[src/rtl/regbus_pkg.sv]
// Shared constants for the register bus datapath.
// Assumes exactly four bus sources addressed by a binary code.
package regbus_pkg;
    localparam int NSRC  = 4;
    localparam int SEL_W = $clog2(NSRC);
endpackage

[src/rtl/regbus_src_dec.sv]
// Source decoder: turns a binary source code plus enable into a
// one-hot (or all-zero) drive vector. Assumes N is a power of two.
module regbus_src_dec #(
    parameter int N = 4,
    localparam int SW = $clog2(N)
) (
    input  logic [SW-1:0] sel,
    input  logic          en,
    output logic [N-1:0]  drive
);
    for (genvar i = 0; i < N; i++) begin : g_dec
        // one decoder output per source, gated by the enable
        assign drive[i] = en && (sel == SW'(i));
    end
endmodule

[src/rtl/regbus_mux.sv]
// Bus multiplexer: each bus bit is an AND-OR of bit b of every source
// with its drive line. Assumes drive is one-hot or zero; zero yields 0.
module regbus_mux #(
    parameter int W = 8,
    parameter int N = 4
) (
    input  logic [N*W-1:0] src,
    input  logic [N-1:0]   drive,
    output logic [W-1:0]   bus
);
    for (genvar b = 0; b < W; b++) begin : g_bit
        // per-bit N-to-1 selection
        always_comb begin
            bus[b] = 1'b0;
            for (int s = 0; s < N; s++) begin
                bus[b] = bus[b] | (src[s*W+b] & drive[s]);
            end
        end
    end
endmodule

[src/rtl/regbus_mem.sv]
// Word-addressed storage: synchronous write, combinational read.
// Assumes no reset; contents persist until overwritten.
module regbus_mem #(
    parameter int W     = 8,
    parameter int DEPTH = 16,
    localparam int AW   = $clog2(DEPTH)
) (
    input  logic          clk,
    input  logic          we,
    input  logic [AW-1:0] addr,
    input  logic [W-1:0]  wdata,
    output logic [W-1:0]  rdata
);
    logic [W-1:0] cells [DEPTH];

    // store the write word at the edge
    always_ff @(posedge clk) begin
        if (we) cells[addr] <= wdata;
    end

    assign rdata = cells[addr];
endmodule

[src/rtl/regbus_xfer.sv]
// Shared-bus transfer datapath: four general registers drive one bus
// through a decoder and mux; registers, address and data registers load
// from the bus; memory is read into and written from the bus via the
// address register. Assumes W >= $clog2(DEPTH). Reset is synchronous,
// active low, and leaves the memory untouched.
module regbus_xfer
    import regbus_pkg::*;
#(
    parameter int W     = 8,
    parameter int DEPTH = 16,
    localparam int AW   = $clog2(DEPTH)
) (
    input  logic             clk,
    input  logic             rst_n,
    input  logic             bus_en,
    input  logic [SEL_W-1:0] bus_sel,
    input  logic [NSRC-1:0]  gpr_load,
    input  logic             addr_load,
    input  logic             data_load,
    input  logic             mem_rd,
    input  logic             mem_wr,
    input  logic             seed_en,
    input  logic [SEL_W-1:0] seed_sel,
    input  logic [W-1:0]     seed_word,
    output logic [W-1:0]     bus_out,
    output logic [W-1:0]     gpr_a,
    output logic [W-1:0]     gpr_b,
    output logic [W-1:0]     gpr_c,
    output logic [W-1:0]     gpr_d,
    output logic [AW-1:0]    addr_q,
    output logic [W-1:0]     data_q
);
    logic [NSRC-1:0][W-1:0] gpr_q;
    logic [NSRC-1:0]        drive;
    logic [W-1:0]           bus;
    logic [W-1:0]           mem_word;
    logic [NSRC-1:0]        seed_hit;

    regbus_src_dec #(.N(NSRC)) u_dec (
        .sel   (bus_sel),
        .en    (bus_en),
        .drive (drive)
    );

    regbus_mux #(.W(W), .N(NSRC)) u_mux (
        .src   (gpr_q),
        .drive (drive),
        .bus   (bus)
    );

    regbus_mem #(.W(W), .DEPTH(DEPTH)) u_mem (
        .clk   (clk),
        .we    (mem_wr && bus_en),
        .addr  (addr_q),
        .wdata (bus),
        .rdata (mem_word)
    );

    for (genvar i = 0; i < NSRC; i++) begin : g_gpr
        assign seed_hit[i] = seed_en && (seed_sel == SEL_W'(i));

        // general register: seed beats bus load, bus load needs enable
        always_ff @(posedge clk) begin
            if (!rst_n)                         gpr_q[i] <= '0;
            else if (seed_hit[i])               gpr_q[i] <= seed_word;
            else if (bus_en && gpr_load[i])     gpr_q[i] <= bus;
        end
    end

    // address register: low bus bits when enabled
    always_ff @(posedge clk) begin
        if (!rst_n)                      addr_q <= '0;
        else if (bus_en && addr_load)    addr_q <= bus[AW-1:0];
    end

    // data register: memory read beats bus load
    always_ff @(posedge clk) begin
        if (!rst_n)                      data_q <= '0;
        else if (mem_rd)                 data_q <= mem_word;
        else if (bus_en && data_load)    data_q <= bus;
    end

    assign bus_out = bus;
    assign gpr_a   = gpr_q[0];
    assign gpr_b   = gpr_q[1];
    assign gpr_c   = gpr_q[2];
    assign gpr_d   = gpr_q[3];
endmodule

[config.mk]
export PLATFORM = sky130hd
export DESIGN_NAME = regbus_xfer
export DESIGN_NICKNAME = d
export VERILOG_FILES = /design/src/rtl/regbus_pkg.sv /design/src/rtl/regbus_src_dec.sv /design/src/rtl/regbus_mux.sv /design/src/rtl/regbus_mem.sv /design/src/rtl/regbus_xfer.sv
export SDC_FILE = /design/constraint.sdc
export NUM_CORES = 1
export LEC_CHECK = 0
export BUFFER_PORTS_ARGS = -buffer_cell sky130_fd_sc_hd__buf_4
export CAP_MARGIN = 15
export CORE_UTILIZATION = 59
export CTS_CLUSTER_DIAMETER = 150
export DETAILED_ROUTE_END_ITERATION = 8
export PLACE_DENSITY = 0.79
export SLEW_MARGIN = 10
export SYNTH_ARGS = -nofsm -noshare
export SYNTH_HDL_FRONTEND = slang
export SYNTH_SLANG_ARGS = --single-unit
export TNS_END_PERCENT = 50
[constraint.sdc]
create_clock -name clk -period 2.6 [get_ports clk]
set_input_delay 0.26 -clock clk [delete_from_list [all_inputs] [get_ports clk]]
set_output_delay 0.26 -clock clk [all_outputs]
set_load 0.03 [all_outputs]
# [Word level (Yosys, flattened, before mapping)]
# Memory sizes are Yosys's and may differ from the RTL's. A register that Yosys moved wholly into a read port is not among the register bits.
# Cells that the tools add are included.
[totals] register_bits=44 latchBits=0 ramBits=128 romBits=0 out_inout_bits=52 elab_cells=105 n_memories=1
[mem_list] memory="u_mem.cells" words=16 word_bits=8 rd=1 rd_ports_with_merged_regs=1 wr=1 line_no="regbus_mem.sv:14" text="logic [W-1:0] cells [DEPTH];"
[op_classes] n_addsub=0 multipliers=0 div=0 n_lt_le_gt_ge=0 eq_ne=6 shift=0 muxes=14 bitwise=56 n_reduce_logical=22
[ops] cell="$mux 8" n=10
[ops] cell="$and 1x1->1" n=32
[ops] cell="$or 1x1->1" n=24
[ops] cell="$logic_and 1x1->1" n=15
[ops] cell="$reduce_bool 2->1" n=5
[ops] cell="$eq 2x2->1 const B" n=4
[ops] cell="$mux 4" n=2
[ops] cell="$eq 2x1->1 const B" n=2
[ops] cell="$logic_not 2->1" n=2
[ops] cell="$mux 1" n=2

# [Logic depth before layout (Yosys ltp)]
# Gate-level depths: netlist (run 1).
[logic_depth] depth_word=8 ltp_mapped=6

# [Cells and area by module]
# Synthesis (run 1) repeated with hierarchy kept, for this count alone.
[unflattened] cells_unflattened=507 hier_area_um2=7607.3
[by_module_without_submodules] module="regbus_mem" instances=1 cells_per_inst=222 area_per_inst_um2=4907.2 seq_area_each_um2=3843.7
[by_module_without_submodules] module="regbus_xfer" instances=1 cells_per_inst=253 area_per_inst_um2=2492.4 seq_area_each_um2=880.8
[by_module_without_submodules] module="regbus_mux" instances=1 cells_per_inst=28 area_per_inst_um2=170.2 seq_area_each_um2=0.0
[by_module_without_submodules] module="regbus_src_dec" instances=1 cells_per_inst=4 area_per_inst_um2=37.5 seq_area_each_um2=0.0

# [Worst setup path before layout (run 1)]
# OpenSTA, ideal clock, no wires.
[synth_path] path_kind="input to register" start="in bus_en" end="mem u_mem.cells[12][0] (enable)" setup_ps=383 arrival_ps=1506 required_time_ps=2217 slack_ps=711 stages=4 n_path_buf=2 path_cell_list="buf_2 -> clkbuf_1 -> nand4_1 -> nor3_1"
[synth_via] elab_chain_cells=3
[synth_lines] element="start, declared" line_no="regbus_xfer.sv:15" text="input logic bus_en,"
[synth_lines] element="$logic_and 1x1->1" line_no="regbus_xfer.sv:53" text=".we (mem_wr && bus_en),"
[synth_lines] element="$mux 1" line_no="regbus_mem.sv:18" text="if (we) cells[addr] <= wdata;"
[synth_lines] element="$mux 1 (not written as such)" line_no="regbus_mem.sv:18"
[synth_lines] element="end, declared" line_no="regbus_mem.sv:14"
# No other way between the ends.

# [Final worst setup path (run 1)]
[layout_path] start="reg gpr_q (netlist bit gpr_a[4])" end="out bus_out[4]"
[layout_via] elab_chain_cells=4
[layout_lines] element="start, declared" line_no="regbus_xfer.sv:33" text="logic [NSRC-1:0][W-1:0] gpr_q;"
[layout_lines] element="start signal, assigned by index" line_no="regbus_xfer.sv:65" text="else if (seed_hit[i]) gpr_q[i] <= seed_word;"
[layout_lines] element="start signal, assigned by index" line_no="regbus_xfer.sv:66" text="else if (bus_en && gpr_load[i]) gpr_q[i] <= bus;"
[layout_lines] element="$and 1x1->1" line_no="regbus_mux.sv:16" text="bus[b] = bus[b] | (src[s*W+b] & drive[s]);"
[layout_lines] element="$or 1x1->1 (3 in series)" line_no="regbus_mux.sv:16"
[layout_lines] element="end, declared" line_no="regbus_xfer.sv:25" text="output logic [W-1:0] bus_out,"
# No other way between the ends.

==> results.txt, run 1 <==
The flow ran to the end, and the final reports show no timing, DRC or antenna violations. Gates resized during post-CTS repair numbered 0. Counting I/O delays and the setup requirement, the final critical path takes 2.23 ns. The clock arrives with 0.00906 ns of skew.

For the proportion of power drawn by flip-flops and latches, the log shows 0.486. During I/O placement, the number of pins put on the boundary was 76. Entering global routing, the biggest net connects 36 pins. The post-route cell area is 8840 um^2, and the number of hold-slack violations in the final timing report is 0.

The combinational cell fraction of total power came out at 0.081. Peak fanout along the critical path: 17. The type of origin of the critical path is a flop. The final cycle utilization of the critical path is 0.857, and the DRC violation count after routing is 0. The mean post-synth cell area was 13.7 um^2. In this run the power density over the cells is 723 nW/um^2. The total number of clock tree sinks was 176. In the final layout, flip-flops and latches occupy 4810 um^2. The total area inside the core boundary comes to 12100 um^2. The die covers 13000 um^2. The number of cells on the worst reg-to-reg path is 4. In this run, synthesis produced a sequential element count of 176. Max-cap violations in this run came to 0. TritonCTS built the clock tree.

The clock tree root driver cell was sky130_fd_sc_hd__clkbuf_16. The tools report the type of element capturing the critical path as an output port. The tools report the hold buffer count at cts as 0.

The H-tree depth reported by CTS came out at 4. Area of placed instances: 8200 um^2. The path type of the worst setup path was flop to output port. The violation count after the first detailed-routing iteration is 850, and the detailed-placement wirelength estimate is 13200 um.

After the last flow step, the layout net total stands at 649. Buffer count from post-CTS setup fixing: 0. The post-synthesis cell type count was 33.

The combined area of the multi-input logic cells was 2360 um^2. For this block, the routed nets add up to 19600 um of wire. The worst IR drop on VDD came out at 0.521 mV.

The share of cells above drive strength 1 is 0.275. The number of global-route vias before repair came out at 5003. The net switching power figure was 1.44 mW. Setup repair after global routing left no endpoint under its margin. The maximum clock frequency was 0.449 GHz.

The most frequent standard cell in the layout excluding fill and tap cells is sky130_fd_sc_hd__edfxtp_1. The tools report the worst slack on hold paths as 0.146 ns. The overall overflow remaining after global route came out at 0. The leakage power was 2.98 nW. The layout has 801 filler cells.

The hold-critical path depth is 3, and the detailed-route wire length per cell is 24.4 um. The die outline height is 114 um. The maximum buffer depth of the clock tree came out at 2. The first global-routing pass estimated 29500 um of wire.

The run gives 0 as the number of warning messages in the yosys log. Total negative slack: 0 ns. The clock power share is 0.433, and the worst max-slew margin expressed relative to the limit is 0.508.

Once detail routing completed, the nets flagged for antenna violations numbered 0. The setup check on the worst reg-to-reg path leaves a slack of 0.70 ns. For the worst-skew pair, the clock arrives at the later sink with an insertion delay of 0.43 ns.

The post-synthesis instance area is 7400 um^2. Sequential-to-total area share from yosys stat: 0.650. The final weighted congestion in routability-driven placement came out at 0.903. The tools report the startpoint of the lowest-slack hold path as addr_load. In the layout the commonest cells are sky130_fd_sc_hd__edfxtp_1, sky130_fd_sc_hd__buf_4, sky130_fd_sc_hd__nand2_1. Data arrives at the worst endpoint at 1.97 ns.

The worst endpoint required time is 2.34 ns, and the number of cells produced by synthesis is 540. The run gives 6.39 mW as the total power. First-pass iteration count of the detailed router: 6. In this run the horizontal extent of the chip is 114 um.

Compared with the post-synthesis result, the final layout area differs by 19.5%. The slew of the pin with the lowest slew margin came out at 0.739 ns. Cell internal power was estimated by the tool at 4.95 mW.

The average via count per standard cell was 6.56. The endpoint identified for the worst register-to-register timing path is data_q[7]. The count of buffers added on input and output ports is 75.

After clock tree synthesis, the clock-pin slew on the worst setup and hold paths is 0.07 ns. In this run the worst hold path is classified as input pin to flop. The count of antenna diodes in the layout was 0; the total track usage was 0.319. The starting utilization of the core area came out at 0.611. TritonCTS created 17 clock buffers. The floorplan has 40 rows. The logs give 0 for the number of pins exceeding their max-slew limit in the final report and 5284 for the total number of vias. The run gives 0 as the initial antenna violation count. The switching share of power was 0.225; the total nets after synthesis was 564. Setup violations remaining at the end of the flow were counted as 0.

The end-of-flow core utilization was 0.730.
==> per-layer routing <==
| metal | GRT usage | part of all wire | up-vias |
|---|---|---|---|
| li1 | - | - | 2257 |
| met1 | 0.416 | 0.38 | 2604 |
| met2 | 0.524 | 0.49 | 370 |
| met3 | 0.0590 | 0.087 | 53 |
| met4 | 0.148 | 0.034 | 0 |
| met5 | 0 | 0 | - |
==> worst max path at each step <==
stage,startpoint,to,cells past startpoint,slack (ns)
2_1_floorplan,bus_en,u_mem.cells[12][0],4,0.71
3_3_place_gp,bus_sel[0],bus_out[0],6,0.57
3_5_place_dp,bus_sel[0],bus_out[3],6,0.53
4_1_cts,gpr_a[7],bus_out[7],5,0.37
5_1_grt,gpr_d[3],bus_out[3],5,0.30
6_report,gpr_a[4],bus_out[4],5,0.37
==> critical path: stages (launching register included) <==
cell and delay [ns]:
sky130_fd_sc_hd__dfxtp_1 0.34, sky130_fd_sc_hd__mux2_4 0.29, sky130_fd_sc_hd__mux2_4 0.31, sky130_fd_sc_hd__nand2_1 0.11
sky130_fd_sc_hd__inv_1 0.23, sky130_fd_sc_hd__buf_4 0.26
==> cells in the mapped netlist, drive strengths merged <==
cell type / instances / area [um^2]
or3b: 1 / 8.76
nand3: 46 / 230
buf: 23 / 149
nor3b: 1 / 12.5
inv: 9 / 33.8
nor2: 14 / 52.6
o21ai: 32 / 160
nand4: 1 / 6.26
nand4b: 1 / 8.76
nand2: 61 / 229
or3: 1 / 6.26
a21oi: 13 / 65.1
and2: 1 / 6.26
nand2b: 2 / 12.5
clkbuf: 12 / 45.0
dfxtp: 48 / 961
edfxtp: 128 / 3840
nand3b: 3 / 22.5
mux2i: 40 / 400
nor3: 5 / 30.0
mux2: 24 / 330
nor2b: 2 / 12.5
mux4: 16 / 360
o221ai: 8 / 70.1
a222oi: 8 / 80.1
a31oi: 32 / 200
a22oi: 8 / 60.1
==> layout make-up <==
type | count | share of cell area
Multi-Input combinational cell | 320 | 0.268
Inverter | 9 | 0.00382
Clock buffer | 17 | 0.0481
Clock inverter | 14 | 0.0241
Sequential cell | 176 | 0.544
Tap cell | 168 | 0.0238
Timing Repair Buffer | 101 | 0.0886
==> flip-flops by register name, summed over array words and instances (netlist names), named ones only <==
register     cells
gpr_a            8
gpr_b            8
gpr_c            8
addr_q           4
gpr_d            8
data_q           8
u_mem.cells    128
==> through the flow <==
step | setup slack, ns | cells
6_report | 0.371 | 805
4_1_cts | 0.374 | 805
3_5_place_dp | 0.528 | 774
3_3_place_gp | 0.568 | 774
5_1_grt | 0.298 | 805
2_1_floorplan | 0.711 | 540
==> cell families after synthesis <==
kind of cell / synth area share
mux: 0.147
buf+inv: 0.0308
flops: 0.650
compound gates: 0.0859
simple gates: 0.0863
==> power groups by stage <==
stage | combinational (mW) | sequential, mW | clock, mW
6_report | 0.518 | 3.11 | 2.76
5_1_grt | 0.544 | 3.11 | 2.89
4_1_cts | 0.509 | 3.10 | 2.78
3_5_place_dp | 0.506 | 3.16 | 0
3_3_place_gp | 0.494 | 3.16 | 0
2_1_floorplan | 0.252 | 3.22 | 0
No activity file was read; power rests on OpenSTA's default activity.
==> run 2: changes to the inputs <==
--- a/config.mk
+++ b/config.mk
@@ -5,12 +5,12 @@
 export SDC_FILE = /design/constraint.sdc
 export NUM_CORES = 1
 export LEC_CHECK = 0
-export BUFFER_PORTS_ARGS = -buffer_cell sky130_fd_sc_hd__buf_4
 export CAP_MARGIN = 15
-export CORE_UTILIZATION = 59
+export CORE_UTILIZATION = 63
 export CTS_CLUSTER_DIAMETER = 150
 export DETAILED_ROUTE_END_ITERATION = 8
-export PLACE_DENSITY = 0.79
+export DONT_BUFFER_PORTS = 1
+export PLACE_DENSITY = 0.78
 export SLEW_MARGIN = 10
 export SYNTH_ARGS = -nofsm -noshare
 export SYNTH_HDL_FRONTEND = slang
==> run 2 against run 1 <==
Global-route usage up 0.51 points. Clock skew up 0.0011 ns. Core utilization fell by 0.72 points. Largest power group unchanged. Routed wire length down 5.7%. Power is 5.2% lower. First-iteration DRC count decreased by 24%. Design area fell by 6.7%. Worst hold slack got worse by 0.14 ns. Sequential share of layout area grew 3.9 points. Non-clock buffer count down 68. Register-to-register slack got worse by 0.18 ns. Setup slack got worse by 0.17 ns.
==> results.txt, run 2 (synthesized netlist as in run 1, its figures left out) <==
The run gives 2.14 ns as the data arrival time of the critical path. For the final routed database, the setup TNS stands at 0 ns. Once the clock tree was built, the setup fixing pass inserted 0 buffers.

The detailed-route wire length per cell was 26.0 um. The critical path in this run is classified as flop to output port. For the total track usage, the log shows 0.324. For the insertion delay to the later sink of the worst-skew pair, the log shows 0.44 ns.

The worst endpoint required time is 2.34 ns, and the post-layout minimum cycle time is 2.40 ns. The path category of the worst min-delay check was input pin to flop. The run gives 581 as the net count reported at finish.

The worst register-to-register path ends at data_q[7]. Number of pins exceeding their max-slew limit in the final report: 0. The proportion of power drawn by flip-flops and latches was 0.526; the final weighted congestion in routability-driven placement was 0.839. The tools report the routed wire length on met3 as 2050 um. The tools report the design internal power as 4.68 mW. The clock power share is 0.421. Setup repair after global routing left no endpoint under its margin. The top cell types in the final layout, fill and taps aside, are sky130_fd_sc_hd__edfxtp_1, sky130_fd_sc_hd__nand2_1, sky130_fd_sc_hd__dfxtp_1.

The number of global-route vias before repair was 4769; the detailed-route wire length was 18500 um. The worst setup path startpoint was gpr_c[2]. After detailed routing, the met2 layer carries 8960 um of wire.

After layout, the design draws a total of 6.06 mW. The library cell used most frequently in the layout, excluding fill and tap cells, is sky130_fd_sc_hd__edfxtp_1. The power density normalized to cell area is 734 nW/um^2.

The combinational cell fraction of total power was 0.053; the final cycle utilization of the critical path was 0.923. Clock tree synthesis inserted a total of 17 buffers. Maximum number of pins on one net before global-route repair: 33. The run gives 0.0102 ns as the clock skew. Across the run, the number of max-cap violations was 0. The width of the chip was 110 um; the post-cts gate resize count was 0. The die outline height is 110 um. The wire length of the first global-routing pass is 27100 um, and the worst slack on hold paths is 0.00889 ns.

Signal routing reaches up to met4. Detailed placement ended at an HPWL of 12000 um. TritonCTS built the clock tree. u_mem.cells holds more flip-flops than any other register. The multi-input combinational cells in the finished layout cover a total of 2360 um^2. Average via count per standard cell: 6.92.

The number of hold-slack violations in the final timing report is 0, and the total number of clock tree sinks is 176. Derived from the worst setup path, the maximum achievable clock frequency is 0.417 GHz. The run gives 39 as the number of placement rows.

The filler cells instantiated in the layout total 744. The worst setup path is launched from a flop. The count of port buffers added during placement was 0; the net switching power figure was 1.38 mW. Summed over all layers, the global routing overflow is 0.

For the starting utilization of the core area, the log shows 0.648. The run gives 2.58 nW as the leakage power. For the pin with the worst max-slew slack, the measured transition is 1.01 ns. The run finished with clean final reports.

The first-pass iteration count of the detailed router came out at 5. The clock passes through at most 2 buffers. For this run, design rule violations remaining after detail routing come to 0. Summing over every cut layer, the via total after detailed routing is 4931. The worst max-slew margin expressed relative to the limit was 0.323. The flip-flop count of the largest register after layout was 128; the share of cells above drive strength 1 was 0.168. After floorplanning, the core was sized to cover 11400 um^2. Timing analysis after detailed placement gives a worst setup slack of 0.503 ns. The run gives 0.621 mV as the worst IR drop on VDD. In this run the worst path has a maximum fanout of 17. The clock transition at the registers of the reported paths works out to 0.07 ns. The first routing iteration left 647 violations. The root buffer cell chosen for the clock tree is sky130_fd_sc_hd__clkbuf_16. The H-tree was split into 4 levels. The tools report the number of setup violations in the final report as 0. The die covers 12200 um^2. Number of nets with antenna violations after routing: 0. For the total area of sequential cells, the log shows 4810 um^2. The detailed-route wire length on metal 1 was 6860 um; the area added between synthesis and finish was 11.5%.

The tools report the type of element capturing the critical path as an output port. The number of cells on the worst reg-to-reg path is 5. The count of antenna diodes in the layout is 0, and the switching share of power is 0.228. The least setup slack across all paths after layout came out at 0.200 ns.

The tools report the end-of-flow core utilization as 0.722. Following the worst setup path forward leads to its endpoint at bus_out[2]. The initial antenna violation count is 0, and the I/O pin total is 76. Across all register-to-register paths, the minimum setup slack is 0.52 ns.
## run 2: cell types whose count changed in the layout (fill, tap and decap cells not counted)
cell and change:
sky130_fd_sc_hd__inv_6 -1, sky130_fd_sc_hd__buf_4 -76, sky130_fd_sc_hd__clkinv_2 -1, sky130_fd_sc_hd__clkinvlp_2 +1, sky130_fd_sc_hd__dlygate4sd3_1 +10, sky130_fd_sc_hd__clkinv_1 +2
sky130_fd_sc_hd__clkinvlp_4 +2, sky130_fd_sc_hd__bufinv_16 -2, sky130_fd_sc_hd__buf_12 -2
## run 2: layer usage
| metal | up-vias | GRT usage |
|---|---|---|
| met5 | - | 0 |
| met4 | 0 | 0.150 |
| met3 | 65 | 0.0988 |
| met2 | 323 | 0.501 |
| met1 | 2416 | 0.424 |
| li1 | 2127 | - |
## run 2: how the worst min path moves through the flow
stage / from / to / slack, ns / depth (start not counted)
after floorplan: addr_load / flop / 0.42 / 2
after global placement: rst_n / gpr_c[1] / 0.40 / 2
after detailed placement: rst_n / gpr_c[0] / 0.41 / 2
after CTS: gpr_load[3] / gpr_d[4] / 0.0001 / 2
after global routing: gpr_load[1] / gpr_b[1] / 0.008 / 2
final: gpr_load[0] / gpr_a[5] / 0.009 / 2
## run 2: worst max-delay path, stage by stage (launching register included)
cell	delay [ns]
sky130_fd_sc_hd__dfxtp_1	0.53
sky130_fd_sc_hd__mux2_2	0.27
sky130_fd_sc_hd__mux2_2	0.29
sky130_fd_sc_hd__nand2_1	0.08
sky130_fd_sc_hd__inv_1	0.53
## run 2: stage by stage
stage / cell area (um^2) / cells
after global placement: 7560 / 671
after global routing: 8250 / 713
after detailed placement: 7560 / 671
after floorplan: 7400 / 540
after CTS: 8250 / 713
final: 8250 / 713
## run 2: power by group through the flow
stage / Clock (mW) / Sequential, mW / Combinational (mW)
finish: 2.55 / 3.18 / 0.323
floorplan: 0 / 3.22 / 0.252
CTS: 2.56 / 3.18 / 0.314
detailed placement: 0 / 3.24 / 0.285
global route: 2.68 / 3.19 / 0.343
global placement: 0 / 3.24 / 0.277
## run 2: final cells by class
class / instances / share of cell area
inverter: 9 / 0.00410
tap: 143 / 0.0217
clock buffer: 17 / 0.0516
multi-input combinational: 320 / 0.287
clock inverter: 15 / 0.0202
timing repair buffer: 33 / 0.0331
sequential: 176 / 0.583
## run 2: timing repair
item / CTS / global route
hold buffers: 10 / 0
hold endpoints to repair: 35 / 0
endpoints found under the setup margin: 0 / 0
==> run 3: changes to the inputs <==
--- a/config.mk
+++ b/config.mk
@@ -6,11 +6,14 @@
 export NUM_CORES = 1
 export LEC_CHECK = 0
 export CAP_MARGIN = 15
-export CORE_UTILIZATION = 63
+export CELL_PAD_IN_SITES_DETAIL_PLACEMENT = 0
+export CELL_PAD_IN_SITES_GLOBAL_PLACEMENT = 1
+export CORE_UTILIZATION = 47
 export CTS_CLUSTER_DIAMETER = 150
 export DETAILED_ROUTE_END_ITERATION = 8
 export DONT_BUFFER_PORTS = 1
-export PLACE_DENSITY = 0.78
+export PLACE_DENSITY = 0.74
+export RECOVER_POWER = 100
 export SLEW_MARGIN = 10
 export SYNTH_ARGS = -nofsm -noshare
 export SYNTH_HDL_FRONTEND = slang
==> constraint.sdc (replaced) <==
create_clock -name clk -period 2 [get_ports clk]
set_input_delay 0.2 -clock clk [delete_from_list [all_inputs] [get_ports clk]]
set_output_delay 0.2 -clock clk [all_outputs]
set_load 0.03 [all_outputs]
==> run 3 against run 2 <==
Clock skew rose by 0.0013 ns. Combinational power rose by 84%. Cell count rose by 17%. First-iteration DRC count fell by 24%. Register-to-register slack got worse by 0.45 ns. Sequential share of layout area fell by 2.8 points. Non-clock buffer count rose by 52. Power rose by 31%. Critical endpoint is now bus_out[3].
==> results.txt, run 3 (synthesized netlist as in run 1, its figures left out) <==
Subtracting the final worst setup slack from the clock period gives 1.95 ns. The number of cells traversed by the worst register-to-register path is 6, and the leakage power is 2.72 nW. The die is 127 um wide.

Setup slack on the critical path of the routed design comes to 0.0455 ns. The largest single stage delay on the critical path is 0.34 ns. Clock tree synthesis inserted a total of 17 buffers.

The path class of the tightest hold or removal check is input pin to flop. The peak fanout along the critical path came out at 6. The final cycle utilization of the critical path is 0.977, and the violation count after the first detailed-routing iteration is 490. Across all register-to-register paths, the minimum setup slack is 0.07 ns. The number of maximum-capacitance violations is 0, and the area enclosed by the die boundary is 16200 um^2.

The run gives 835 as the number of standard cells in the layout, taps in and fillers out. Setup repair after global routing could not meet its margin everywhere. The count of port buffers added during placement is 0. Dividing the detail-routed wire length by the instance count gives 25.0 um.

For this block, the via count after detailed routing is 5104. Final hold analysis gives a worst-case slack of 0.00894 ns. In the layout the commonest cells are sky130_fd_sc_hd__edfxtp_1, sky130_fd_sc_hd__nand2_1, sky130_fd_sc_hd__dfxtp_1. The run finished with clean final reports. The type of origin of the critical path is a flop. The category of cells accounting for the largest share of critical-path delay was multiplexers. After clock tree synthesis, the clock-pin slew on the worst setup and hold paths is 0.07 ns.

For the worst max-slew margin expressed relative to the limit, the log shows 0.337. The flip-flop count of the largest register after layout is 128. The tools report the end-of-flow core utilization as 0.568. The number of global-route vias before repair is 5029, and the total number of clock tree sinks is 176. The largest individual stage delay along the critical path comes from the cell sky130_fd_sc_hd__mux2_4.

The die outline height is 127 um. The critical path goes through mux2_2 > mux2_4 > nand2_4 > clkinvlp_4. The path type of the worst setup path was flop to output port. More flip-flops sit in one register than any other, and that register is u_mem.cells. The first-pass iteration count of the detailed router came out at 5. The floorplan step defined a core boundary enclosing 15300 um^2. The share of cells above drive strength 1 is 0.179.

TritonCTS built the clock tree. For the initial antenna violation count, the log shows 0. The tools report the worst endpoint required time as 1.80 ns.

The worst register-to-register path begins at gpr_b[2]. Row generation in the floorplan step produced 45 rows. For this run, design rule violations remaining after detail routing come to 0.

The detailed-route wire length came out at 20800 um. Entering global routing, the biggest net connects 35 pins. Between clock sinks in the finished design, the worst skew comes to 0.0115 ns. Detailed placement ended at an HPWL of 13400 um. Number of hold-slack violations in the final timing report: 0. The maximum clock frequency is 0.512 GHz. Power comes to 7.93 mW. The count of antenna diodes in the layout was 0. For the insertion delay to the later sink of the worst-skew pair, the log shows 0.43 ns.

For the maximum buffer depth of the clock tree, the log shows 2. I/O pin total: 76. The starting utilization of the core area was 0.485; the number of cells after detailed placement was 785.

The startpoint identified for the worst hold timing path is seed_word[3]. The number of pins exceeding their max-slew limit in the final report is 0. The total track usage is 0.263.

The hold-critical path depth was 2; the number of buffers and inverters on the critical path was 1. The net count of the finished layout is 635. The worst register-to-register path ends at gpr_b[2].

The wire length of the first global-routing pass was 30500 um. The worst hold path terminates at gpr_d[3]. Setup violations remaining at the end of the flow were counted as 0.

After global routing the overflow that remains totals 0. The detail route stage leaves a number of antenna-violating nets equal to 0. At the worst endpoint, the arrival time is 1.75 ns.

Routability-driven placement finished with a final weighted congestion of 0.826. Relative to the synthesized area, the layout overhead comes to 17.2%. Minimum setup slack after placement: 0.206 ns. The tree is rooted in a sky130_fd_sc_hd__clkbuf_16.

Slew of the pin with the lowest slew margin: 0.994 ns. Leaving out fill and tap cells, the most frequent cell in the layout is sky130_fd_sc_hd__edfxtp_1. In this run the power density over the cells is 915 nW/um^2.

Dividing the detail-routed via count by the number of cells gives 6.11. In this run the number of H-tree levels came out at 4. Worst IR drop on VDD: 0.746 mV. STA classifies the critical path endpoint as an output port.
[run 3: cell count changes in the layout (fill, tap and decap cells not counted), moves of 2 or more]
cell / delta
sky130_fd_sc_hd__inv_6: -2
sky130_fd_sc_hd__clkbuf_1: +34
sky130_fd_sc_hd__dlygate4sd3_1: +3
sky130_fd_sc_hd__inv_1: -2
sky130_fd_sc_hd__clkinvlp_4: +2
sky130_fd_sc_hd__buf_12: +3
sky130_fd_sc_hd__mux2_1: +2
sky130_fd_sc_hd__buf_4: +14
[run 3: power breakdown]
part           switching (mW)  internal [mW]  total, mW
logic                   0.394          0.200      0.594
registers              0.0710           3.97       4.04
clock network            1.35           1.95       3.29
total                    1.81           6.12       7.93
[run 3: final cells by class]
class                   instances  area (um^2)
fillers                      1258         6590
flip-flops and latches        176         4810
multi-input cells             320         2370
repair buffers                 85          597
clock buffers                  20          437
well taps                     211          264
clock inverters                12          143
inverters                       9         41.3
repair inverters                2         10.0
[run 3: metal layers]
metal / track usage / vias to the layer above / part of all wire
met5: 0 / - / 0
met4: 0.120 / 0 / 0.029
met3: 0.0670 / 45 / 0.082
met2: 0.428 / 273 / 0.49
met1: 0.332 / 2552 / 0.40
li1: - / 2234 / -
[run 3: through the flow]
step	cell area [um^2]	setup TNS, ns
after detailed placement	8010	0
after floorplan	7400	0
after global routing	8670	-0.0723
after global placement	8010	0
after CTS	8760	0
final	8670	0
[run 3: how the worst max path moves through the flow]
stage / from / endpoint / slack (ns) / cells after the start
final: gpr_b[3] / bus_out[3] / 0.05 / 4
after floorplan: addr_q[2] / u_mem.cells[0][0] / 0.13 / 2
after global routing: gpr_c[0] / bus_out[0] / -0.04 / 4
after detailed placement: addr_q[2] / u_mem.cells[0][5] / 0.21 / 3
after CTS: gpr_a[3] / bus_out[3] / 0.03 / 4
after global placement: addr_q[2] / u_mem.cells[0][5] / 0.25 / 3
[run 3: repair_timing]
| item | 4_1_cts | 5_1_grt |
|---|---|---|
| cloned | 0 | 2 |
| gates resized for setup | 1 | 5 |
| buffers inserted | 1 | 0 |
| hold buffers | 15 | 0 |
| endpoints found under the setup margin | 1 | 5 |
| hold endpoints to repair | 40 | 0 |
